--- src/rtl/ivt_pkg.sv ---
package ivt_pkg;
    localparam int unsigned ADDR_W = 8;
    localparam int unsigned DATA_W = 8;

    localparam logic [ADDR_W-1:0] ADR_A_HI = 8'h24;
    localparam logic [ADDR_W-1:0] ADR_A_LO = 8'h25;
    localparam logic [ADDR_W-1:0] ADR_B    = 8'h26;
    localparam logic [ADDR_W-1:0] ADR_CTRL = 8'h27;

    localparam int unsigned CB_RUN_A = 0;
    localparam int unsigned CB_RUN_B = 1;
    localparam int unsigned CB_EN_A  = 2;
    localparam int unsigned CB_EN_B  = 3;
    localparam int unsigned CB_CLR_A = 4;
    localparam int unsigned CB_CLR_B = 5;
    localparam int unsigned CB_MODE  = 6;

    typedef struct packed {
        logic [1:0] mode;
        logic       en_b;
        logic       en_a;
        logic       run_b;
        logic       run_a;
    } ivt_ctrl_t;
endpackage

--- src/rtl/ivt_regs.sv ---
module ivt_regs
    import ivt_pkg::*;
#(
    parameter int unsigned A_W = 10,
    parameter int unsigned B_W = 8
) (
    input  logic              clk,
    input  logic              rst_n,
    input  logic              wr_en,
    input  logic [ADDR_W-1:0] wr_addr,
    input  logic [DATA_W-1:0] wr_data,
    output logic [A_W-1:0]    period_a,
    output logic [B_W-1:0]    period_b,
    output ivt_ctrl_t         ctrl,
    output logic              load_a,
    output logic              load_b,
    output logic              clr_a,
    output logic              clr_b
);
    localparam int unsigned LO_W = A_W - DATA_W;

    typedef struct packed {
        logic [A_W-1:0] period_a;
        logic [B_W-1:0] period_b;
        ivt_ctrl_t      ctrl;
    } regs_t;

    regs_t st_d, st_q;

    always_comb begin
        st_d   = st_q;
        load_a = 1'b0;
        load_b = 1'b0;
        clr_a  = 1'b0;
        clr_b  = 1'b0;
        if (wr_en) begin
            case (wr_addr)
                ADR_A_HI: st_d.period_a[A_W-1:LO_W] = wr_data;
                ADR_A_LO: st_d.period_a[LO_W-1:0]   = wr_data[LO_W-1:0];
                ADR_B:    st_d.period_b             = wr_data[B_W-1:0];
                ADR_CTRL: begin
                    st_d.ctrl.run_a = wr_data[CB_RUN_A];
                    st_d.ctrl.run_b = wr_data[CB_RUN_B];
                    st_d.ctrl.en_a  = wr_data[CB_EN_A];
                    st_d.ctrl.en_b  = wr_data[CB_EN_B];
                    st_d.ctrl.mode  = wr_data[CB_MODE+1:CB_MODE];
                    // a start only reloads a timer that was stopped
                    load_a = wr_data[CB_RUN_A] & ~st_q.ctrl.run_a;
                    load_b = wr_data[CB_RUN_B] & ~st_q.ctrl.run_b;
                    clr_a  = wr_data[CB_CLR_A];
                    clr_b  = wr_data[CB_CLR_B];
                end
                default: ;
            endcase
        end
    end

    always_ff @(posedge clk) begin
        if (!rst_n) st_q <= '0;
        else        st_q <= st_d;
    end

    assign period_a = st_q.period_a;
    assign period_b = st_q.period_b;
    assign ctrl     = st_q.ctrl;
endmodule

--- src/rtl/ivt_counter.sv ---
module ivt_counter #(
    parameter int unsigned W        = 10,
    parameter int unsigned PRESCALE = 1
) (
    input  logic         clk,
    input  logic         rst_n,
    input  logic         tick,
    input  logic         run,
    input  logic         load,
    input  logic [W-1:0] period,
    output logic         ovf,
    output logic [W-1:0] count
);
    localparam int unsigned PW = (PRESCALE > 1) ? $clog2(PRESCALE) : 1;

    logic         step;
    logic [W-1:0] cnt_d, cnt_q;

    generate
        if (PRESCALE > 1) begin : g_div
            localparam logic [PW-1:0] DIV_TOP = PW'(PRESCALE - 1);
            logic [PW-1:0] div_d, div_q;

            always_comb begin
                div_d = div_q;
                if (load)
                    div_d = '0;
                else if (run && tick)
                    div_d = (div_q == DIV_TOP) ? '0 : div_q + 1'b1;
            end

            always_ff @(posedge clk) begin
                if (!rst_n) div_q <= '0;
                else        div_q <= div_d;
            end

            assign step = run && tick && !load && (div_q == DIV_TOP);
        end else begin : g_direct
            assign step = run && tick && !load;
        end
    endgenerate

    always_comb begin
        cnt_d = cnt_q;
        ovf   = 1'b0;
        if (load) begin
            cnt_d = period;
        end else if (step) begin
            if (cnt_q == '1) begin
                ovf   = 1'b1;
                cnt_d = period;
            end else begin
                cnt_d = cnt_q + 1'b1;
            end
        end
    end

    always_ff @(posedge clk) begin
        if (!rst_n) cnt_q <= '0;
        else        cnt_q <= cnt_d;
    end

    assign count = cnt_q;
endmodule

--- src/rtl/ivt_flags.sv ---
module ivt_flags #(
    parameter int unsigned N = 2
) (
    input  logic         clk,
    input  logic         rst_n,
    input  logic [N-1:0] ovf,
    input  logic [N-1:0] en,
    input  logic [N-1:0] clr,
    output logic [N-1:0] flag
);
    logic [N-1:0] flag_d, flag_q;

    always_comb begin
        for (int i = 0; i < N; i++) begin
            flag_d[i] = flag_q[i];
            if (ovf[i] && en[i]) flag_d[i] = 1'b1;
            if (clr[i])          flag_d[i] = 1'b0;   // clear beats overflow
        end
    end

    always_ff @(posedge clk) begin
        if (!rst_n) flag_q <= '0;
        else        flag_q <= flag_d;
    end

    assign flag = flag_q;
endmodule

--- src/rtl/ivt_dual_timer.sv ---
module ivt_dual_timer
    import ivt_pkg::*;
#(
    parameter int unsigned A_W        = 10,
    parameter int unsigned B_W        = 8,
    parameter int unsigned B_PRESCALE = 16
) (
    input  logic              clk,
    input  logic              rst_n,
    input  logic              wr_en,
    input  logic [ADDR_W-1:0] wr_addr,
    input  logic [DATA_W-1:0] wr_data,
    input  logic              sample_tick,
    output logic [DATA_W-1:0] status,
    output logic              irq,
    output logic [1:0]        ch3_mode
);
    localparam int unsigned NT = 2;

    logic [A_W-1:0] period_a, cnt_a;
    logic [B_W-1:0] period_b, cnt_b;
    ivt_ctrl_t      ctrl;
    logic           load_a, load_b, clr_a, clr_b;
    logic           ovf_a, ovf_b;
    logic [NT-1:0]  flags;

    ivt_regs #(.A_W(A_W), .B_W(B_W)) regs_i (
        .clk(clk), .rst_n(rst_n), .wr_en(wr_en), .wr_addr(wr_addr),
        .wr_data(wr_data), .period_a(period_a), .period_b(period_b),
        .ctrl(ctrl), .load_a(load_a), .load_b(load_b),
        .clr_a(clr_a), .clr_b(clr_b)
    );

    ivt_counter #(.W(A_W), .PRESCALE(1)) cnt_a_i (
        .clk(clk), .rst_n(rst_n), .tick(sample_tick), .run(ctrl.run_a),
        .load(load_a), .period(period_a), .ovf(ovf_a), .count(cnt_a)
    );

    ivt_counter #(.W(B_W), .PRESCALE(B_PRESCALE)) cnt_b_i (
        .clk(clk), .rst_n(rst_n), .tick(sample_tick), .run(ctrl.run_b),
        .load(load_b), .period(period_b), .ovf(ovf_b), .count(cnt_b)
    );

    ivt_flags #(.N(NT)) flags_i (
        .clk(clk), .rst_n(rst_n),
        .ovf({ovf_b, ovf_a}), .en({ctrl.en_b, ctrl.en_a}),
        .clr({clr_b, clr_a}), .flag(flags)
    );

    assign status   = {{(DATA_W-NT){1'b0}}, flags};
    assign irq      = |flags;
    assign ch3_mode = ctrl.mode;

    logic unused_b;
    assign unused_b = ^cnt_b;
endmodule

--- config.mk ---
export PLATFORM = sky130hd
export DESIGN_NAME = ivt_dual_timer
export DESIGN_NICKNAME = d
export VERILOG_FILES = /design/src/rtl/ivt_pkg.sv /design/src/rtl/ivt_regs.sv /design/src/rtl/ivt_counter.sv /design/src/rtl/ivt_flags.sv /design/src/rtl/ivt_dual_timer.sv
export SDC_FILE = /design/constraint.sdc
export NUM_CORES = 1
export LEC_CHECK = 0
export ABC_AREA = 1
export BUFFER_PORTS_ARGS = -buffer_cell sky130_fd_sc_hd__buf_2
export CORE_AREA = 2 2 68 83
export DETAILED_ROUTE_END_ITERATION = 10
export DIE_AREA = 0 0 70 85
export GPL_TIMING_DRIVEN = 1
export PLACE_DENSITY = 0.74
export SLEW_MARGIN = 20
export SYNTH_ARGS = -nofsm -noshare
export SYNTH_HDL_FRONTEND = slang
export SYNTH_HIERARCHICAL = 1
export SYNTH_SLANG_ARGS = --single-unit
export TNS_END_PERCENT = 5
--- constraint.sdc ---
create_clock -name clk -period 3.9 [get_ports clk]
set_input_delay 0.195 -clock clk [delete_from_list [all_inputs] [get_ports clk]]
set_output_delay 0.195 -clock clk [all_outputs]
set_load 0.02 [all_outputs]
Yosys cells after proc, flatten, opt, wreduce, memory -nomap -nowiden
Cells that the tools add are included.
- register bits: 48
- output and inout port bits: 11
- add/sub/neg operators: 3
- eq/ne operators: 7
- mux-type cells: 21
- bitwise logic cells: 5
- reduce and logical (&&, ||, !) cells: 19
- operators by type and width (cell ; count):
    == test 8 x 6 -> 1 bit, second input constant ; 4
    two-way mux 10 bit ; 3
    two-way mux 8 bit ; 3
    two-way mux 1 bit ; 14
    adder 10 x 1 -> 10 bit, second input constant ; 1
    == test 10 bit, second input constant ; 1
    adder 8 x 1 -> 8 bit, second input constant ; 1
    == test 8 bit, second input constant ; 1
    AND reduction 2 bit ; 4
    OR reduction 2 bit ; 4
    logical AND 1 bit ; 7
    adder 4 x 1 -> 4 bit, second input constant ; 1
    == test 4 bit, second input constant ; 1
    two-way mux 4 bit ; 1
    nonzero test 2 bit ; 2
    NOT 1 bit ; 3
    AND 1 bit ; 2
    zero test 1 bit ; 2

Longest topological paths before layout
- depth after elaboration: 10
- depth in mapped cells: 12

Cells and area by module
The synthesis kept the hierarchy.
- modules (own cells, without submodules) (module ; times used ; cells each ; area each (um^2) ; sequential area each (um^2)):
    ivt_regs ; 1 ; 148 ; 1076.0 ; 480.5
    ivt_counter at cnt_b_i ; 1 ; 124 ; 800.8 ; 240.2
    ivt_counter at cnt_a_i ; 1 ; 121 ; 733.2 ; 200.2
    ivt_flags ; 1 ; 12 ; 87.6 ; 40.0
    ivt_dual_timer ; 1 ; 10 ; 60.1 ; 0.0

Worst setup path before layout
Ideal clock, no wire load.
- path type: in2reg
- start point: input port wr_addr[4]
- end point: register cnt_a_i.cnt_q[7] (netlist: cnt_a_i/count[7])
- arrival time: 1490 ps
- data required time: 3783 ps
- setup slack: 2293 ps
- stages on the path: 11
- cells stage by stage: inv_1 > nand2_2 > nor2_8 > nand4_1 > nor2_1 > inv_2 > nand2_1 > buf_2 > nand2_1 > nor2_1 > nor2_1
- word-level cells in the longest chain between the ends: 6
- RTL lines (item ; line ; RTL):
    start, declared ; ivt_dual_timer.sv:11 ; input logic [ADDR_W-1:0] wr_addr,
    == test 8 x 6 -> 1 bit (*) ; ivt_regs.sv:37 ; case (wr_addr)
    two-way mux 1 bit (*) ; ivt_regs.sv:37 ;
    two-way mux 1 bit (*) ; ivt_regs.sv:36 ; if (wr_en) begin
    via load_a ; ivt_dual_timer.sv:23 ; logic load_a, load_b, clr_a, clr_b;
    zero test 1 bit ; ivt_counter.sv:39 ; assign step = run && tick && !load;
    logical AND 1 bit ; ivt_counter.sv:39 ;
    nonzero test 2 bit (no line) ; -- ;
    end signal, assigned ; ivt_counter.sv:60 ; else cnt_q <= cnt_d;
    end, declared ; ivt_counter.sv:17 ; logic [W-1:0] cnt_d, cnt_q;
Mark *: on every way through the listed nets, which the timed path passes. The rest lies on a longest branch.
A chain may end at the register's enable or synchronous reset.

Worst setup path after layout
- start point: input port wr_en
- end point: register cnt_a_i.cnt_q[9] (netlist: cnt_a_i/count[9])
- word-level cells in the longest chain between the ends: 4
- RTL lines (item ; line ; RTL):
    start, declared ; ivt_dual_timer.sv:10 ; input logic wr_en,
    two-way mux 1 bit (*) ; ivt_regs.sv:36 ;
    via load_a ; ivt_dual_timer.sv:23 ;
    zero test 1 bit ; ivt_counter.sv:39 ;
    logical AND 1 bit ; ivt_counter.sv:39 ;
    nonzero test 2 bit (no line) ; -- ;
Marked as above.

==> out/qor.yml <==
status: "completed"
avgSynthCellArea_um2: 6.645
area.growth.synth_to_final_pct: 7.532
hold_class: "input port to register"
period_share: 0.4770
cts.sinks: 48
firstDrtPassIters: 4
final_nets: 459
final_antenna_net_count: 0
fin_hold_ws_ns: 0.1637
hold_path_depth: 3
worstSetupPathType: "input port to register"
grt_pass1_vias: 2359
leakagePower_nw: 1.381
r2r_cells: 6
cp.arrival_ns: 2.05
die_area_um2: 5950
fin_skew_ns: 0.005063
ys_types: 35
met3_usage: 0.03088
met1_usage: 0.2430
grt_first_pass_wirelength_um: 10100
peakVddDrop_v: 0.0002286
dieHeight_um: 85
worstSkewPairLatency_ns: 0.30
dp_hpwl_um: 4342
rrSetupSlack_ns: 2.28
yosys_register_bits: 48
routed_wl_um: 5812
post_cts_buffers: 0
ys_top_cells_by_area: "dfxtp_1 (35%), nand2_1 (13%), inv_1 (8.6%)"
setup_viol_count_final: 0
worstMarginPinSlew_ns: 0.6143
rsz0062_at_grt: "no"
portBuffers: 24
grt_max_degree: 34
min_from: "wr_data[7]"
p_comb_frac: 0.053
maxCapViolations: 0
required_ns: 4.09
num_rows: 29
ys_async_sr_fraction: 0
vias: 2520
antenna_found_initial: 0
place_ws_ns: 1.771
die_w_um: 70
powerDensity_nw_per_um2: 286.2
end_kind: "register"
via_per_inst: 5.050
critPathMaxFanout: 16
place_area_um2: 2872
cts-htree-levels: 2
drive_gt1_frac: 0.1419
yosysSeqAreaShare: 0.3485
cts_hold_buf: 0
syn_area_um2: 2758
period_needed_ns: 1.860
max_freq_mhz: 537.5
grtUsageTotal: 0.2081
drc: 0
synth-edff-count: 0
core_area_um2: 5152
min_to: "regs_i/period_a[9]$_SDFFE_PN0P_"
slew_violations: 0
worstReg2RegEnd: "cnt_a_i/count[9]$_SDFFE_PN0P_"
slew_headroom: 0.5904
pin_count: 31
initial_core_util: 0.5352
gr-total-overflow: 0
yosysTopAreaCell: "dfxtp_1"
clk_path_buf_depth: 2
setup_ws_ns: 2.040
cts.root.buffer_cell: "clkbuf_8"
p_int_uw: 647.0
tns_ns: 0
cts_tree: "built"
hold_viol_final: 0
start_kind: "input port"
antenna_cells: 0
cts_made_buffers: 5
final_cells: 499
yosysWarnings: 6
p_switching_uw: 201.8
use_met2: 0.3714
wire_per_inst_um: 11.65
place_congestion: 0.8851
clkTransAtPathRegs_ns: 0.09
synth_flop_cell: "dfxtp_1"
p_clk_frac: 0.368
ctsResizeCount: 0
fin_area_um2: 2965
r2r-start: "regs_i/ctrl[0]$_SDFFE_PN0P_"
grt_busiest_layer: "met2"
seq_power_share: 0.578
swShare: 0.2377
synth_top_area_frac: 0.3485
dp_cells: 491
drt_iter0_markers: 94
synthCells: 415
-- cell usage in the layout (no fill, tap or decap), types with 2 or more instances in the layout --
| cell type | count |
|---|---|
| nand2_1 | 98 |
| inv_1 | 63 |
| dfxtp_1 | 48 |
| nor2_1 | 46 |
| nand3_1 | 35 |
| a21oi_1 | 27 |
| buf_2 | 24 |
| o21ai_0 | 20 |
| nand4_1 | 16 |
| nor2_2 | 7 |
| nand2_2 | 7 |
| conb_1 | 6 |
| clkbuf_8 | 6 |
| xor2_1 | 5 |
| ha_1 | 3 |
| a21oi_2 | 3 |
| nor3_1 | 2 |
| inv_2 | 2 |
| inv_4 | 2 |
| or2_2 | 2 |
-- how the worst max path moves through the flow --
stage	startpoint	to	slack [ns]	cells past startpoint
finish	wr_en	cnt_a_i/count[9]$_SDFFE_PN0P_	2.04	10
global route	wr_en	cnt_a_i/count[9]$_SDFFE_PN0P_	1.79	10
CTS	wr_en	cnt_a_i/count[9]$_SDFFE_PN0P_	2.09	10
detailed placement	wr_en	cnt_a_i/count[9]$_SDFFE_PN0P_	1.77	10
global placement	wr_addr[4]	cnt_a_i/count[9]$_SDFFE_PN0P_	1.85	11
floorplan	wr_addr[4]	cnt_a_i/count[7]$_SDFFE_PN0P_	2.29	11
-- power by group through the flow --
stage / Combinational [mW] / Clock [mW] / Sequential (mW)
3_3_place_gp: 0.0445 / 0 / 0.502
3_5_place_dp: 0.0451 / 0 / 0.502
2_1_floorplan: 0.0318 / 0 / 0.502
6_report: 0.0453 / 0.313 / 0.491
4_1_cts: 0.0452 / 0.323 / 0.491
5_1_grt: 0.0499 / 0.342 / 0.491
-- through the flow --
stage                 util  power [mW]
finish              0.5755      0.8487
global route        0.5755      0.8831
CTS                 0.5755      0.8594
detailed placement  0.5573      0.5474
global placement    0.5573      0.5469
floorplan                -      0.5340
-- layer usage --
layer	wire length, um	vias to the layer above	part of all wire
met2	3026	34	0.52
met4	126	0	0.022
li1	-	1330	-
met3	125	11	0.022
met5	0	-	0
met1	2532	1145	0.44
-- synth_stat cells, types with 2 or more instances --
master,count
clkbuf_1,2
nand2_1,98
inv_1,63
o21ai_0,20
or2_2,2
nor2_1,46
inv_4,2
dfxtp_1,48
ha_1,3
buf_6,2
nand4_1,16
nand3_1,35
buf_4,7
a21oi_2,3
nor2_2,7
nand2_2,7
buf_2,4
inv_2,2
xor2_1,5
nor3_1,2
a21oi_1,27
-- worst max-delay path, stage by stage --
cell	delay [ns]
buf_2	0.10
nand2_1	0.05
inv_1	0.32
nand4_1	0.19
nor2_1	0.29
inv_2	0.16
nand2_1	0.37
inv_1	0.14
a21oi_1	0.15
a21oi_1	0.08
-- cells by family (layout without fill, tap and decap cells) --
logic type / after synthesis / in the layout / share of synthesized area
AO/OA/AOI/OAI: 52 / 52 / 0.1003
XOR/XNOR: 6 / 6 / 0.01906
adder cells (fa/ha/maj): 3 / 3 / 0.01361
buffers and inverters: 83 / 100 / 0.1366
flip-flops: 48 / 48 / 0.3485
other: 1 / 6 / 0.001360
AND/OR/NAND/NOR: 222 / 222 / 0.3807
-- sequential cells by signal, indices dropped and copies added, names as in the netlist --
| signal | count |
|---|---|
| cnt_b_i/g_div.div_q | 4 |
| cnt_a_i/count | 10 |
| cnt_b_i/count | 8 |
| regs_i/period_b | 8 |
| regs_i/period_a | 10 |
| flags_i/flag | 2 |
| regs_i/ctrl | 6 |
-- area by class of cell --
type,count,area [um^2]
Fill cell,520,2187
Multi-Input combinational cell,289,1439
Sequential cell,48,960.9
Inverter,68,274.0
Timing Repair Buffer,24,120.1
Clock buffer,7,86.33
Tap cell,62,77.57
Clock inverter,1,7.507
No activity file was read; power rests on OpenSTA's default activity.
